File: config.mk
export PLATFORM = sky130hd
export DESIGN_NAME = irqfiq_top
export DESIGN_NICKNAME = d
export VERILOG_FILES = /design/src/rtl/irqfiq_pkg.sv /design/src/rtl/irqfiq_bank.sv /design/src/rtl/irqfiq_ctrl_regs.sv /design/src/rtl/irqfiq_outgen.sv /design/src/rtl/irqfiq_top.sv
export SDC_FILE = /design/constraint.sdc
export NUM_CORES = 2
export LEC_CHECK = 0
export BUFFER_PORTS_ARGS = -buffer_cell sky130_fd_sc_hd__buf_2
export CAP_MARGIN = 20
export CORE_MARGIN = 1.5
export CORE_UTILIZATION = 49
export CTS_CLUSTER_DIAMETER = 40
export CTS_CLUSTER_SIZE = 30
export DETAILED_ROUTE_END_ITERATION = 10
export PLACE_DENSITY = 0.71
export REMOVE_ABC_BUFFERS = 1
export SYNTH_ARGS = -nofsm -noshare
export SYNTH_HDL_FRONTEND = slang
export SYNTH_SLANG_ARGS = --single-unit
File: constraint.sdc
create_clock -name clk -period 2.74 [get_ports clk]
set_input_delay 0.548 -clock clk [delete_from_list [all_inputs] [get_ports clk]]
set_output_delay 0.548 -clock clk [all_outputs]
set_load 0.05 [all_outputs]
File: src/rtl/irqfiq_pkg.sv
package irqfiq_pkg;
  localparam int WORD_W = 32;
  localparam int ADDR_W = 10;

  typedef enum logic [2:0] {
    RG_NONE, RG_CTRL, RG_IPEND, RG_FPEND, RG_SEL, RG_EN, RG_MASK
  } region_e;

  typedef struct packed {
    region_e    region;
    logic [1:0] idx;
  } dec_t;

  // Address decode; idx is the word within a 16-byte group.
  function automatic dec_t decode_addr(input logic [ADDR_W-1:0] a, input int nbank);
    dec_t d;
    d.idx    = a[3:2];
    d.region = RG_NONE;
    if (a[1:0] == 2'b00) begin
      case (a[ADDR_W-1:4])
        6'd0:    d.region = RG_CTRL;
        6'd1:    d.region = RG_IPEND;
        6'd2:    d.region = RG_FPEND;
        6'd3:    d.region = RG_SEL;
        6'd4:    d.region = RG_EN;
        6'd5:    d.region = RG_MASK;
        default: d.region = RG_NONE;
      endcase
    end
    if (d.region != RG_CTRL && d.region != RG_NONE && int'(d.idx) >= nbank)
      d.region = RG_NONE;
    return d;
  endfunction

  // Bits of a bank that map to real sources.
  function automatic logic [WORD_W-1:0] live_bits(input int bank, input int nsrc);
    logic [WORD_W-1:0] m;
    m = '0;
    for (int i = 0; i < WORD_W; i++)
      if (bank * WORD_W + i < nsrc) m[i] = 1'b1;
    return m;
  endfunction

  function automatic logic [WORD_W-1:0] ctrl_store(input logic [1:0] idx,
                                                   input logic [WORD_W-1:0] wd);
    return (idx < 2'd2) ? {wd[WORD_W-1:2], 2'b00} : wd;
  endfunction

  function automatic logic [WORD_W-1:0] next_pending(input logic [WORD_W-1:0] cur,
                                                     input logic clr,
                                                     input logic [WORD_W-1:0] wd,
                                                     input logic [WORD_W-1:0] set);
    return (clr ? (cur & ~wd) : cur) | set;
  endfunction
endpackage

File: src/rtl/irqfiq_bank.sv
module irqfiq_bank
  import irqfiq_pkg::*;
#(
  parameter int BANK    = 0,
  parameter int NUM_SRC = 95
) (
  input  logic              clk,
  input  logic              rst_n,
  input  logic [WORD_W-1:0] src,
  input  logic              wr,
  input  region_e           region,
  input  logic [WORD_W-1:0] wdata,
  output logic [WORD_W-1:0] ipend,
  output logic [WORD_W-1:0] fpend,
  output logic [WORD_W-1:0] sel,
  output logic [WORD_W-1:0] en,
  output logic [WORD_W-1:0] mask,
  output logic [WORD_W-1:0] set_irq,
  output logic [WORD_W-1:0] set_fiq
);
  localparam logic [WORD_W-1:0] LIVE = live_bits(BANK, NUM_SRC);

  logic [WORD_W-1:0] arm;
  assign arm     = src & en & LIVE;
  assign set_irq = arm & ~sel;
  assign set_fiq = arm & sel;

  always_ff @(posedge clk) begin
    if (!rst_n) begin
      ipend <= '0;
      fpend <= '0;
      sel   <= '0;
      en    <= '0;
      mask  <= '0;
    end else begin
      ipend <= next_pending(ipend, wr && region == RG_IPEND, wdata, set_irq);
      fpend <= next_pending(fpend, wr && region == RG_FPEND, wdata, set_fiq);
      if (wr && region == RG_SEL)  sel  <= wdata & LIVE;
      if (wr && region == RG_EN)   en   <= wdata & LIVE;
      if (wr && region == RG_MASK) mask <= wdata & LIVE;
    end
  end
endmodule

File: src/rtl/irqfiq_ctrl_regs.sv
module irqfiq_ctrl_regs
  import irqfiq_pkg::*;
(
  input  logic              clk,
  input  logic              rst_n,
  input  logic              wr,
  input  logic [1:0]        idx,
  input  logic [WORD_W-1:0] wdata,
  output logic [WORD_W-1:0] regs [4]
);
  for (genvar g = 0; g < 4; g++) begin : g_word
    always_ff @(posedge clk) begin
      if (!rst_n)                         regs[g] <= '0;
      else if (wr && idx == 2'(g))        regs[g] <= ctrl_store(2'(g), wdata);
    end
  end
endmodule

File: src/rtl/irqfiq_outgen.sv
module irqfiq_outgen #(
  parameter int W = 96
) (
  input  logic         clk,
  input  logic         rst_n,
  input  logic [W-1:0] ipend,
  input  logic [W-1:0] fpend,
  input  logic [W-1:0] sel,
  input  logic [W-1:0] mask,
  output logic         irq_req,
  output logic         fiq_req,
  output logic         irq_o,
  output logic         fiq_o
);
  assign irq_req = |(ipend & ~mask);
  assign fiq_req = |(fpend & sel & ~mask);

  always_ff @(posedge clk) begin
    if (!rst_n) begin
      irq_o <= 1'b0;
      fiq_o <= 1'b0;
    end else begin
      irq_o <= irq_req;
      fiq_o <= fiq_req;
    end
  end
endmodule

File: src/rtl/irqfiq_top.sv
module irqfiq_top
  import irqfiq_pkg::*;
#(
  parameter int NUM_SRC = 95
) (
  input  logic               clk,
  input  logic               rst_n,
  input  logic [NUM_SRC-1:0] src_i,
  input  logic               req_i,
  input  logic               we_i,
  input  logic [ADDR_W-1:0]  addr_i,
  input  logic [WORD_W-1:0]  wr_data_i,
  output logic [WORD_W-1:0]  rd_data_o,
  output logic               irq_o,
  output logic               fiq_o
);
  localparam int NBANK = (NUM_SRC + WORD_W - 1) / WORD_W;
  localparam int SPAD  = NBANK * WORD_W;

  dec_t dec;
  logic wr_go, rd_go;
  assign dec   = decode_addr(addr_i, NBANK);
  assign wr_go = req_i && we_i;
  assign rd_go = req_i && !we_i;

  logic [SPAD-1:0] src_pad;
  always_comb begin
    src_pad = '0;
    src_pad[NUM_SRC-1:0] = src_i;
  end

  // Flattened per-source state, visible to the checker.
  logic [SPAD-1:0] irq_pend_all, fiq_pend_all, sel_all, en_all, mask_all;
  logic [SPAD-1:0] set_irq_all, set_fiq_all;
  logic            irq_req, fiq_req;
  logic [WORD_W-1:0] ctrl_q [4];

  irqfiq_ctrl_regs u_ctrl (
    .clk   (clk),
    .rst_n (rst_n),
    .wr    (wr_go && dec.region == RG_CTRL),
    .idx   (dec.idx),
    .wdata (wr_data_i),
    .regs  (ctrl_q)
  );

  for (genvar b = 0; b < NBANK; b++) begin : g_bank
    irqfiq_bank #(.BANK(b), .NUM_SRC(NUM_SRC)) u_bank (
      .clk     (clk),
      .rst_n   (rst_n),
      .src     (src_pad[b*WORD_W +: WORD_W]),
      .wr      (wr_go && int'(dec.idx) == b),
      .region  (dec.region),
      .wdata   (wr_data_i),
      .ipend   (irq_pend_all[b*WORD_W +: WORD_W]),
      .fpend   (fiq_pend_all[b*WORD_W +: WORD_W]),
      .sel     (sel_all[b*WORD_W +: WORD_W]),
      .en      (en_all[b*WORD_W +: WORD_W]),
      .mask    (mask_all[b*WORD_W +: WORD_W]),
      .set_irq (set_irq_all[b*WORD_W +: WORD_W]),
      .set_fiq (set_fiq_all[b*WORD_W +: WORD_W])
    );
  end

  irqfiq_outgen #(.W(SPAD)) u_out (
    .clk     (clk),
    .rst_n   (rst_n),
    .ipend   (irq_pend_all),
    .fpend   (fiq_pend_all),
    .sel     (sel_all),
    .mask    (mask_all),
    .irq_req (irq_req),
    .fiq_req (fiq_req),
    .irq_o   (irq_o),
    .fiq_o   (fiq_o)
  );

  logic [WORD_W-1:0] rd_mux;
  always_comb begin
    rd_mux = '0;
    if (dec.region == RG_CTRL) rd_mux = ctrl_q[dec.idx];
    for (int b = 0; b < NBANK; b++) begin
      if (int'(dec.idx) == b) begin
        case (dec.region)
          RG_IPEND: rd_mux = irq_pend_all[b*WORD_W +: WORD_W];
          RG_FPEND: rd_mux = fiq_pend_all[b*WORD_W +: WORD_W];
          RG_SEL:   rd_mux = sel_all[b*WORD_W +: WORD_W];
          RG_EN:    rd_mux = en_all[b*WORD_W +: WORD_W];
          RG_MASK:  rd_mux = mask_all[b*WORD_W +: WORD_W];
          default:  ;
        endcase
      end
    end
  end

  always_ff @(posedge clk) begin
    if (!rst_n)     rd_data_o <= '0;
    else if (rd_go) rd_data_o <= rd_mux;
  end
endmodule

Word level (Yosys, flattened, before mapping)
Index checks and enable logic that the tools add are counted.

word-level totals
  bits in latches = 0
  RAM bits = 0
  logic and storage cells = 125
  memories kept = 0
  bits of input ports = 141
  register bits after elaboration = 635
  output and inout bits = 34
  bits in read-only memories = 0

cells by class
  shift operators = 0
  multipliers = 0
  multiplexer cells = 19
  add/subtract/negate cells = 0
  bitwise logic cells = 30
  equal/unequal tests = 17
  order comparisons = 2
  div/mod/pow operators = 0
  reduce and logical (&&, ||, !) cells = 35

operator list
  cell                                            number
  case mux 32 bit (5 select lines)                3
  bitwise AND 32 bit                              12
  2-to-1 mux 32 bit                               12
  bitwise AND 96 bit                              2
  bitwise OR 32 bit                               6
  OR reduction 96 bit                             2
  bitwise AND 96 x 95 -> 96 bit                   1
  inverter 32 bit                                 3
  inverter 95 -> 96 bit                           1
  binary-select mux 32 bit (select 2 bit)         1
  bitwise AND 31 bit                              2
  bitwise AND 31 x 32 -> 32 bit                   1
  inverter 31 -> 32 bit                           1
  logical AND 1 bit                               27
  case mux 3 bit (6 select lines)                 1
  == test 6 x 2 -> 1 bit (second input constant)  2
  == test 6 x 3 -> 1 bit (second input constant)  2
  == test 3 bit (second input constant)           3
  == test 2 bit (second input constant)           4
  == test 3 x 2 -> 1 bit (second input constant)  2
  == test 6 x 1 -> 1 bit (second input constant)  1
  zero test 2 bit                                 3
  zero test 6 bit                                 1
  2-to-1 mux 3 bit                                2
  other kinds (8)                                 8

Depth between registers and ports, before layout
  word-level depth = 15
  depth in mapped cells = 9
  gate-level depth less buffers = 6

By module
From an unflattened synthesis, not the netlist that was laid out.

unflattened totals
  cells, all modules = 3779
  area, all modules = 31034.8 sq um

by module, submodules not included
  module                              instances  sequential area each (sq um)  cells an instance  area each (sq um)
  irqfiq_bank (g_bank[0].u_bank ...)  2          3203.1                        729                6254.7
  irqfiq_top                          1          640.6                         820                6236.0
  irqfiq_bank (g_bank[2].u_bank)      1          3143.0                        733                6142.1
  irqfiq_ctrl_regs                    1          2482.4                        444                4526.8
  irqfiq_outgen                       1          40.0                          324                1620.3

Worst setup path before layout
Ideal clock, no wire load.

  path type = input port to flip-flop
  start point = input port addr_i[6]
  end point = register rd_data_o[16]
  cell stages on the path = 8
  data arrival time = 2044 ps
  setup slack = 572 ps
  data required time = 2617 ps
  setup time = 123 ps
  path through = buf_2 clkbuf_1 mux2_2 a22oi_1 o22ai_1 a22o_1 a211oi_1 a21oi_1

on the way
  word-level cells in the longest chain between the ends = 15
  elaborated cells between the ends (all ways) = 26
  classes of those cells = 12 x eq/ne; 10 x mux; 4 x reduce/logical

ends and longest elaborated chain
  item                                                                  RTL line          source
  from (decl)                                                           irqfiq_top.sv:11  input logic [ADDR_W-1:0] addr_i,
  == test 6 x 3 -> 1 bit, or another cell as far along                  irqfiq_pkg.sv:20  case (a[ADDR_W-1:4])
  case mux 3 bit (6 select lines) (*)                                   irqfiq_pkg.sv:20
  2-to-1 mux 3 bit (*)                                                  irqfiq_pkg.sv:19  if (a[1:0] == 2'b00) begin
  inequality test 3 x 1 -> 1 bit or nonzero test 3 bit (tied branches)  irqfiq_pkg.sv:30  if (d.region != RG_CTRL && d.region != RG_NONE && int'(d.idx) >= nbank)
  logical AND 1 bit (2 in series)                                       irqfiq_pkg.sv:30
  2-to-1 mux 3 bit (*)                                                  irqfiq_pkg.sv:30
  == test 3 x 1 -> 1 bit                                                irqfiq_top.sv:81  if (dec.region == RG_CTRL) rd_mux = ctrl_q[dec.idx];
  2-to-1 mux 32 bit                                                     irqfiq_top.sv:81
  case mux 32 bit (5 select lines)                                      irqfiq_top.sv:84  case (dec.region)
  2-to-1 mux 32 bit                                                     irqfiq_top.sv:83  if (int'(dec.idx) == b) begin
  case mux 32 bit (5 select lines)                                      irqfiq_top.sv:84
  2-to-1 mux 32 bit                                                     irqfiq_top.sv:83
  case mux 32 bit (5 select lines)                                      irqfiq_top.sv:84
  2-to-1 mux 32 bit (*)                                                 irqfiq_top.sv:83
  to (signal assigned)                                                  irqfiq_top.sv:98  else if (rd_go) rd_data_o <= rd_mux;
  to (decl)                                                             irqfiq_top.sv:13  output logic [WORD_W-1:0] rd_data_o,

Mark *: on every way between the ends. The rest lies on a longest branch, timed or not.
A chain may end at the register's enable or synchronous reset.

Final worst setup path
  start point = register g_bank[1].u_bank.ipend[29]
  end point = register u_out.irq_o

on the way
  word-level cells in the longest chain between the ends = 2

ends and longest elaborated chain
  item                    RTL line             source
  from (decl)             irqfiq_bank.sv:13    output logic [WORD_W-1:0] ipend,
  from (signal assigned)  irqfiq_bank.sv:36    ipend <= next_pending(ipend, wr && region == RG_IPEND, wdata, set_irq);
  bitwise AND 96 bit      irqfiq_outgen.sv:15  assign irq_req = |(ipend & ~mask);
  OR reduction 96 bit     irqfiq_outgen.sv:15
  to (signal assigned)    irqfiq_outgen.sv:23  irq_o <= irq_req;
  to (decl)               irqfiq_outgen.sv:12  output logic irq_o,

Every way passes these cells.

==> flow_summary.ini <==
[placed_design]
dpl.hpwl_um = 92800
dp_slack_ns = -0.0173
gp_congestion = 1.03
place_area_um2 = 32700
place.port_buffers = 174
dp.cells = 4828

[yosys]
synth_area_um2 = 30000
synth_edf_count = 0
ys_async_sr_fraction = 0
ys_seq_area_frac = 0.424
yosysWarnings = 0
synth_cell_types = 66
ys_seq_elements = 635
synth_flop_cell = dfxtp_1
synth.avg_cell_area_um2 = 7.45
synthCells = 4021

[global_routing]
grt_pass1_wl_um = 197000
antenna_found_initial = 10
grt_max_degree = 140
grt_overflow = 0
grt_pass1_vias = 29700
grt.total_usage = 0.425

[power]
powerDensity_nw_per_um2 = 641
ir_drop_uv = 629
power.total_mw = 23.1
power_leakage_nw = 12.2

[floorplan]
die_area_um2 = 62600
core_area_um2 = 60400
die_w_um = 250
io_pins = 175
start_util = 0.496
die_y_um = 250
rows = 90

[job]
max_cap_violations = 0

[critical_path]
worst_path_max_delay_cell = a2111oi_0
cp.arrival_ns = 3.15
crit_path_end_kind = register
path_cells = inv_1, o22ai_1, a221o_1, a2111oi_0, buf_4, nand4_1, o31a_1
critical-path-max-stage-delay_ns = 0.58
cp-start-kind = register
required_ns = 3.28
critPathKind = reg2reg
cp_max_fo = 2

[clock_network]
cts_resized = 0
clk_pin_slew_ns = 0.06
cts_tree = built
ctsHoldBuffers = 0
cts_setup_buffers = 0
numCtsBuffers = 96
htreeDepth = 3
clockBufferDepth = 3
clock_sinks = 635
clock_latency_ns = 0.68
root_buffer = clkbuf_16

[timing]
drv_slew = 0
fin_crit_sh = 0.954
grt_setup_unrepaired = no
fmax_ghz = 0.382
tightest_slew_ns = 0.984
finalClockSkew_ns = 0.0374
fin_crit_ns = 2.61
hold_ws_ns = 0.142
hold_viol = 0
setup_slack_ns = 0.125
slew_headroom = 0.337
setup_viol = 0
fin_tns_setup_ns = 0

[layout]
final_cells = 5011
finish.instance_area_um2 = 36100
layout-drive-gt1-share = 0.149
syn_to_final_growth_pct = 20.4
post-route-util = 0.597
nets = 4285

[route]
ant_nets = 0
dr.first_iter.drc_count = 5528
routed_via_density = 6.51
vias = 32600
wl_um = 137000
drc = 0
wire_per_inst_um = 27.4
first_pass_iters = 9

[worst_hold_path]
hp-class = in2reg

[outcome]
status = complete, no violations
kinds of logic after synthesis:
kind of cell	count (synthesis)	share of synthesized area
AND/OR/NAND/NOR	1570	0.219
AO/OA/AOI/OAI	1207	0.253
flip-flops	635	0.424
buffers and inverters	520	0.0736
multiplexers	88	0.0300
XOR/XNOR	1	0.000292
placed cells by master, fill, tap and decap left out, types with 11 or more instances in the layout:
cell type   count
nand3b_1       54
clkinvlp_4     19
buf_12         64
buf_4         136
nand2_1      1111
nor4_1         16
dfxtp_1       635
clkbuf_16      96
a221oi_1       45
a32oi_1        96
o21ai_0       100
mux2_2         14
and3_1         12
o2bb2ai_1      18
a221o_1        16
a211oi_2       11
mux2i_1        74
a22oi_1        70
buf_2         172
a31oi_1        85
nand3_1        15
a21oi_1       600
a222oi_1       18
a211oi_1       14
inv_6          16
nor3_1         15
o22ai_1        69
a22o_1         15
inv_1         172
nand4_1        13
nor2_1        253
registers in the layout, indices dropped and copies added, names as in the netlist:
name and count:
g_bank.u_bank.mask 95, u_out.irq_o 1, g_bank.u_bank.ipend 96, g_bank.u_bank.fpend 96, u_ctrl.regs 124, u_out.fiq_o 1, rd_data_o 32, g_bank.u_bank.en 95
g_bank.u_bank.sel 95
report_power, final:
part           internal (mW)  switching (mW)  total (mW)
clock network           7.63            5.10        12.7
registers               9.24         0.00194        9.24
logic                  0.287           0.859        1.15
total                   17.2            5.96        23.1
path summary, 6_finish.rpt:
path / startpoint / end / slack (ns) / depth (start not counted)
worst min-delay path: src_i[92] / g_bank[2].u_bank.ipend[28]$_SDFF_PN0_ / 0.14 / 3
worst max register to register: g_bank[1].u_bank.ipend[29]$_SDFF_PN0_ / u_out.irq_o$_SDFF_PN0_ / 0.13 / 7
worst max-delay path: g_bank[1].u_bank.ipend[29]$_SDFF_PN0_ / u_out.irq_o$_SDFF_PN0_ / 0.13 / 7
worst min register to register: g_bank[2].u_bank.fpend[31]$_SDFFE_PN0P_ / g_bank[2].u_bank.fpend[31]$_SDFFE_PN0P_ / 0.43 / 2
critical path, delay by kind of cell, from the launching register on:
kind	cells	cell delay (ns)
buf+inv	2	0.38
compound gates	4	1.58
simple gates	1	0.20
flops	1	0.32
Yosys cell counts (21+ instances only):
cell	count	area share
a21oi_1	600	0.10
a221oi_1	45	0.013
a22oi_1	70	0.018
a31oi_1	85	0.018
a32oi_1	96	0.028
and3_1	21	0.0044
buf_2	94	0.016
buf_4	28	0.0070
clkbuf_1	216	0.027
dfxtp_1	635	0.42
inv_1	172	0.022
mux2i_1	74	0.025
nand2_1	1111	0.14
nand3_1	21	0.0035
nand3b_1	54	0.014
nor2_1	259	0.032
o21ai_0	101	0.017
o22ai_1	69	0.014
final cells by class:
| cell class | count | area, um2 |
|---|---|---|
| diodes | 3 | 7.51 |
| clock buffers | 109 | 2510 |
| clock inverters | 71 | 850 |
| fillers | 5529 | 24300 |
| inverters | 173 | 657 |
| multi-input cells | 2866 | 15200 |
| flip-flops and latches | 635 | 12700 |
| well taps | 782 | 978 |
| repair buffers | 372 | 3160 |
metal layers:
layer  up-vias  routed length [um]  global-route usage  part of all wire
met2      2586               55900               0.617              0.41
li1      14200                   -                   -                 -
met4        16               11500               0.288             0.084
met3       733               20600               0.138              0.15
met5         -                 101                   0           0.00074
met1     15000               49100               0.534              0.36
Power figures use the tool's default switching activity.
